## src/rtl/csc_pkg.sv

```systemverilog
package csc_pkg;
  localparam int CMD_W = 16;
  localparam int OPC_W = 5;
  localparam int ARG_W = CMD_W - OPC_W;
  localparam int EV_W  = 8;
  localparam int WIN_W = 3;

  typedef enum logic [OPC_W-1:0] {
    OP_GLOBAL_RST = 5'd0,
    OP_WIN_SEL    = 5'd1,
    OP_RX_OFF     = 5'd3,
    OP_RX_ON      = 5'd4,
    OP_RX_RST     = 5'd5,
    OP_TX_ON      = 5'd9,
    OP_TX_OFF     = 5'd10,
    OP_TX_RST     = 5'd11,
    OP_REQ_INT    = 5'd12,
    OP_ACK        = 5'd13,
    OP_SET_IMASK  = 5'd14,
    OP_SET_VMASK  = 5'd15
  } opcode_e;

  typedef struct packed {
    logic            glob;
    logic            win_sel;
    logic            rx_on;
    logic            rx_off;
    logic            rx_rst;
    logic            tx_on;
    logic            tx_off;
    logic            tx_rst;
    logic            req_int;
    logic            ack;
    logic            set_imask;
    logic            set_vmask;
    logic [EV_W-1:0] arg_lo;
  } dec_t;
endpackage

```

## src/rtl/csc_decode.sv

```systemverilog
module csc_decode
  import csc_pkg::*;
(
  input  logic             cmd_valid,
  input  logic [CMD_W-1:0] cmd_word,
  input  logic             busy,
  output dec_t             dec,
  output logic             start_busy
);
  logic    accept;
  opcode_e opc;
  logic    unused_hi;

  assign accept    = cmd_valid && !busy;
  assign opc       = opcode_e'(cmd_word[CMD_W-1:ARG_W]);
  assign unused_hi = ^cmd_word[ARG_W-1:EV_W];

  always_comb begin
    dec        = '0;
    dec.arg_lo = cmd_word[EV_W-1:0];
    if (accept) begin
      unique case (opc)
        OP_GLOBAL_RST: dec.glob      = 1'b1;
        OP_WIN_SEL:    dec.win_sel   = 1'b1;
        OP_RX_OFF:     dec.rx_off    = 1'b1;
        OP_RX_ON:      dec.rx_on     = 1'b1;
        OP_RX_RST:     dec.rx_rst    = 1'b1;
        OP_TX_ON:      dec.tx_on     = 1'b1;
        OP_TX_OFF:     dec.tx_off    = 1'b1;
        OP_TX_RST:     dec.tx_rst    = 1'b1;
        OP_REQ_INT:    dec.req_int   = 1'b1;
        OP_ACK:        dec.ack       = 1'b1;
        OP_SET_IMASK:  dec.set_imask = 1'b1;
        OP_SET_VMASK:  dec.set_vmask = 1'b1;
        default:       ;
      endcase
    end
  end

  assign start_busy = dec.glob || dec.rx_rst || dec.tx_rst;
endmodule

```

## src/rtl/csc_busy_timer.sv

```systemverilog
module csc_busy_timer #(
  parameter int BUSY_CYCLES = 16
) (
  input  logic clk,
  input  logic rst_n,
  input  logic start,
  output logic busy
);
  localparam int CNT_W = $clog2(BUSY_CYCLES + 1);
  localparam logic [CNT_W-1:0] LOAD = CNT_W'(BUSY_CYCLES);

  logic [CNT_W-1:0] cnt_q;

  always_ff @(posedge clk) begin
    if (!rst_n)          cnt_q <= '0;
    else if (start)      cnt_q <= LOAD;
    else if (cnt_q != 0) cnt_q <= cnt_q - 1'b1;
  end

  assign busy = (cnt_q != 0);

  // a reset-type command raises the flag on the next cycle
  p_busy_start_r8: assert property (@(posedge clk) disable iff (!rst_n)
    start |=> busy);
endmodule

```

## src/rtl/csc_event_bank.sv

```systemverilog
module csc_event_bank
  import csc_pkg::*;
(
  input  logic            clk,
  input  logic            rst_n,
  input  logic [EV_W-1:0] ev_pulse,
  input  dec_t            dec,
  output logic [EV_W-1:0] ev_vis,
  output logic            latch
);
  logic [EV_W-1:0] ev_q, imask_q, vmask_q;
  logic [EV_W-1:0] set_bits, ack_bits, fresh, ev_d;
  logic            latch_d;

  always_comb begin
    set_bits    = {ev_pulse[EV_W-1:1], 1'b0};
    set_bits[6] = set_bits[6] | dec.req_int;
    ack_bits    = dec.ack ? dec.arg_lo : '0;
    fresh       = set_bits & ~ev_q;
    latch_d     = (ev_q[0] & ~ack_bits[0]) | (|(fresh[EV_W-1:1] & imask_q[EV_W-1:1]));
    ev_d        = ((ev_q & ~ack_bits) | set_bits);
    ev_d[0]     = latch_d;
  end

  always_ff @(posedge clk) begin
    if (!rst_n || dec.glob) begin
      ev_q    <= '0;
      imask_q <= '0;
      vmask_q <= '0;
    end else begin
      ev_q <= ev_d;
      if (dec.set_imask) imask_q <= dec.arg_lo;
      if (dec.set_vmask) vmask_q <= dec.arg_lo;
    end
  end

  assign ev_vis = ev_q & vmask_q;
  assign latch  = ev_q[0];

  // an acknowledged bit with no coinciding pulse is clear afterwards
  p_ack_clears_r5: assert property (@(posedge clk) disable iff (!rst_n)
    (dec.ack && !dec.glob) |=>
      ((ev_q[EV_W-1:1] & $past(dec.arg_lo[EV_W-1:1] & ~set_bits[EV_W-1:1])) == '0));

  // the latch holds unless acknowledged or globally reset
  p_latch_hold_r6: assert property (@(posedge clk) disable iff (!rst_n)
    (ev_q[0] && !(dec.ack && dec.arg_lo[0]) && !dec.glob) |=> ev_q[0]);

  // global reset empties events and both masks
  p_glob_clear_r9: assert property (@(posedge clk) disable iff (!rst_n)
    dec.glob |=> (ev_q == '0 && imask_q == '0 && vmask_q == '0));
endmodule

```

## src/rtl/cmd_status_ctrl.sv

```systemverilog
module cmd_status_ctrl
  import csc_pkg::*;
#(
  parameter int BUSY_CYCLES = 16
) (
  input  logic        clk,
  input  logic        rst_n,
  input  logic        cmd_valid,
  input  logic [15:0] cmd_word,
  input  logic [7:0]  ev_pulse,
  output logic [15:0] status_word,
  output logic        irq,
  output logic        rx_enabled,
  output logic        tx_enabled,
  output logic        rx_path_rst,
  output logic        tx_path_rst
);
  dec_t             dec;
  logic             start_busy, busy, latch;
  logic [EV_W-1:0]  ev_vis;
  logic [WIN_W-1:0] win_q;

  csc_decode u_dec (
    .cmd_valid (cmd_valid),
    .cmd_word  (cmd_word),
    .busy      (busy),
    .dec       (dec),
    .start_busy(start_busy)
  );

  csc_busy_timer #(.BUSY_CYCLES(BUSY_CYCLES)) u_tmr (
    .clk  (clk),
    .rst_n(rst_n),
    .start(start_busy),
    .busy (busy)
  );

  csc_event_bank u_ev (
    .clk     (clk),
    .rst_n   (rst_n),
    .ev_pulse(ev_pulse),
    .dec     (dec),
    .ev_vis  (ev_vis),
    .latch   (latch)
  );

  always_ff @(posedge clk) begin
    if (!rst_n || dec.glob) begin
      win_q       <= '0;
      rx_enabled  <= 1'b0;
      tx_enabled  <= 1'b0;
      rx_path_rst <= 1'b0;
      tx_path_rst <= 1'b0;
    end else begin
      if (dec.win_sel) win_q <= dec.arg_lo[WIN_W-1:0];
      if (dec.rx_on)       rx_enabled <= 1'b1;
      else if (dec.rx_off) rx_enabled <= 1'b0;
      if (dec.tx_on)       tx_enabled <= 1'b1;
      else if (dec.tx_off) tx_enabled <= 1'b0;
      rx_path_rst <= dec.rx_rst;
      tx_path_rst <= dec.tx_rst;
    end
  end

  assign status_word = {win_q, busy, 4'b0000, ev_vis};
  assign irq         = latch;

  // while busy, nothing can move the window
  p_busy_blocks_r10: assert property (@(posedge clk) disable iff (!rst_n)
    busy |=> $stable(win_q));

  // path reset outputs are single-cycle pulses
  p_rst_pulse_r8: assert property (@(posedge clk) disable iff (!rst_n)
    (rx_path_rst || tx_path_rst) |=> !(rx_path_rst || tx_path_rst));
endmodule

```

## config.mk

```make
export PLATFORM = sky130hd
export DESIGN_NAME = cmd_status_ctrl
export DESIGN_NICKNAME = d
export VERILOG_FILES = /design/src/rtl/csc_pkg.sv /design/src/rtl/csc_decode.sv /design/src/rtl/csc_busy_timer.sv /design/src/rtl/csc_event_bank.sv /design/src/rtl/cmd_status_ctrl.sv
export SDC_FILE = /design/constraint.sdc
export NUM_CORES = 1
export LEC_CHECK = 0
export CORE_ASPECT_RATIO = 1.5
export CORE_MARGIN = 3
export CORE_UTILIZATION = 35
export DETAILED_ROUTE_END_ITERATION = 7
export PLACE_DENSITY = 0.71
export SLEW_MARGIN = 20
export SYNTH_ARGS = -nofsm -noshare
export SYNTH_HDL_FRONTEND = slang
export SYNTH_SLANG_ARGS = --single-unit
```

## constraint.sdc

```tcl
create_clock -name clk -period 3 [get_ports clk]
set_input_delay 0.75 -clock clk [delete_from_list [all_inputs] [get_ports clk]]
set_output_delay 0.75 -clock clk [all_outputs]
set_load 0.01 [all_outputs]
```

==> metrics <==
setup TNS 0 ns; Most used DFF post-synth dfxtp_1; Post-synth top cells 35 x dfxtp_1, 32 x nor2_1, 20 x mux2i_1, 10 x and2_1, 10 x nand4_1; Seq cells post-synth 35; vias post-DR 1396; Initial DRC Count 53; final clock skew 0.00375 ns; required time of the critical path 2.25 ns; critical path startpoint category flip-flop; HP Start u_ev.ev_q[6]$_SDFF_PP0_; CTS clock-pin slew for the worst setup and hold paths 0.07 ns; Least-Margin Pin Slew 0.523 ns; clk buf depth 2; class of the worst hold path reg2reg; Placement Setup Slack 0.468 ns; count of cell types in the netlist 34; CTS Buf Count 5; status completed; largest area contributor in the netlist dfxtp_1; fmax 397 MHz; number of synthesized flops with an enable pin 0; fin crit period 2.52 ns; Critical path origin u_tmr.cnt_q[0]$_SDFFE_PP0P_; Seq/Total Area, Yosys 42.6%; Sw Pwr 390 µW; Final setup viols 0; drt total wl 3720 µm; Clock Power Share 29.1%; Syn Area/Cell 9.00 µm²; Switching Share 30.6%; Top Metal Used met4; Die ar. 0.00558 mm²; hold_ws 0.484 ns; crit path cell chain inv_1 > ha_1 > nor4b_4 > inv_2 > clkdlybuf4s50_1; cell-internal power 882 µW; arrival time at the worst endpoint 1.77 ns; pin count of the biggest net entering global routing 29; Post-route DRC 0; clock root cell clkbuf_8; Die H 90.0 µm; Synth top area share 42.6%; RSZ-0062 raised after global routing false; Chip Width 62.0 µm; setup ws final 0.481 ns; classification of the worst setup path reg2out; final cell count without fillers 287; total track usage 14.5%; Mapped Area 0.00165 mm²; Slew Viols, Final 0; crit-path leading delay family buffers and inverters; row count 29; share of cells above drive strength 1 8.00%; DRT antenna net count 0; vias per cell 4.86; Logic pwr share 28.4%; Peak supply drop 0.296 mV; CP max stage cell clkdlybuf4s50_1; Layout area overhead 33.4%; H-tree depth 2; met2 wire length 1940 µm; IO buf count 39; CTS Hold Buffers Added 0; metal1 wirelength 1540 µm; first-pass GRT wire length 6240 µm; CP peak stage delay 0.57 ns; Syn Inst Count 183; Max-Cap Viols 0; warnings from Yosys 0; io pins 48; ys async rst share 0%; Detailed Routing Iterations Pass 1 4; Power Density 579 mW/mm²; count of cells resized by post-cts repair 0; post-CTS setup buffers 0; diodes inserted 0; final net count 253; Fin. Hold Viols 0; met3 routed WL 187 µm; worst reg2reg path startpoint u_tmr.cnt_q[0]$_SDFFE_PP0P_; vias in the first global route 1391; Core ar. 0.00439 mm²; Placer Congestion 0.759; DP Cell Count 279; Tcrit/Tclk final 84.0%; CTS tree built; Detailed Place HPWL 2680 µm; initial core utilization 37.5%; CP Capture Type primary output; antenna violations before repair 0; Leak 0.876 nW; dominant cell by count in the synthesized netlist dfxtp_1; clk_lat worst skew 0.28 ns; Routed WL per cell 13.0 µm; grt total ovfl 0; worst relative slew slack 65.1%; top cells by area, synth dfxtp_1 43%, mux2i_1 12%, nor2_1 7.3%, and2_1 3.8%, nand4_1 3.8%; worst-path fanout max 7; crit path buf inv count 3; clock sink count 35; Reg power frac 42.5%
[flip-flops by register name, summed over array words and instances (netlist names)]
name and flops:
u_ev.vmask_q 8, tx_path_rst 1, tx_enabled 1, rx_enabled 1, win_q 3, u_ev.imask_q 7, rx_path_rst 1, u_tmr.cnt_q 5
u_ev.ev_q 8
[metal layers]
layer / track usage [%] / up-vias
li1: - / 703
met5: 0 / -
met4: 6.73 / 0
met1: 17.6 / 651
met3: 3.58 / 5
met2: 22.8 / 37
[area by class of cell]
cell class                 instances  area (µm²)
timing repair buffer              45         435
tap                               62        77.6
sequential                        35         701
inverter                           5        18.8
clock buffer                       8         100
fill                             428        2190
multi-input combinational        132         865
[cell families after synthesis]
family | Yosys count | share of synthesized area [%]
mux | 20 | 12.2
flops | 35 | 42.6
compound gates | 22 | 9.12
fa+ha+maj | 2 | 1.52
other cells | 1 | 0.228
buf+inv | 19 | 5.62
simple gates | 81 | 27.2
xor+xnor | 3 | 1.60
[worst reg2reg max path, stage by stage (launching register included)]
cell	delay [ns]
dfxtp_1	0.32
inv_1	0.10
ha_1	0.18
nor4b_4	0.23
buf_4	0.25
a41oi_1	0.17
or3b_2	0.49
a31oi_1	0.17
[final timing paths]
kind                            slack, ns  cells past startpoint                 endpoint
worst max-delay path                 0.48                      5          status_word[12]
worst min-delay path                 0.48                      2  u_ev.ev_q[6]$_SDFF_PP0_
worst max register to register       1.03                      7  u_ev.ev_q[0]$_SDFF_PP0_
worst min register to register       0.48                      2  u_ev.ev_q[6]$_SDFF_PP0_
[power by group through the flow]
| stage | sequential, mW | combinational (mW) | clock, mW |
|---|---|---|---|
| 6_report | 0.540 | 0.361 | 0.371 |
| 5_1_grt | 0.545 | 0.405 | 0.408 |
| 4_1_cts | 0.540 | 0.366 | 0.382 |
| 3_5_place_dp | 0.551 | 0.364 | 0 |
| 3_3_place_gp | 0.550 | 0.360 | 0 |
| 2_1_floorplan | 0.545 | 0.257 | 0 |
[per-stage QoR]
| stage | area [µm²] | power, mW | utilization, % |
|---|---|---|---|
| floorplan | 1660 | 0.802 | - |
| global placement | 2100 | 0.910 | 47.8 |
| detailed placement | 2100 | 0.915 | 47.8 |
| CTS | 2200 | 1.29 | 50.0 |
| global route | 2200 | 1.36 | 50.0 |
| finish | 2200 | 1.27 | 50.0 |
[layout by cell type (no fill, tap or decap), types with 2 or more instances in the layout]
cell type,instances
clkbuf_8,7
nand4_1,10
mux2i_1,20
nor3b_1,2
a21oi_1,9
nor3_1,4
nand2_1,8
clkdlybuf4s50_1,39
xnor2_1,3
and4_1,2
nand3b_1,4
buf_4,6
conb_1,4
and2_1,10
nor2_1,32
inv_1,4
ha_1,2
o21ai_0,6
nor2b_1,3
a211oi_1,2
dfxtp_1,35
No activity file was read; power rests on OpenSTA's default activity.
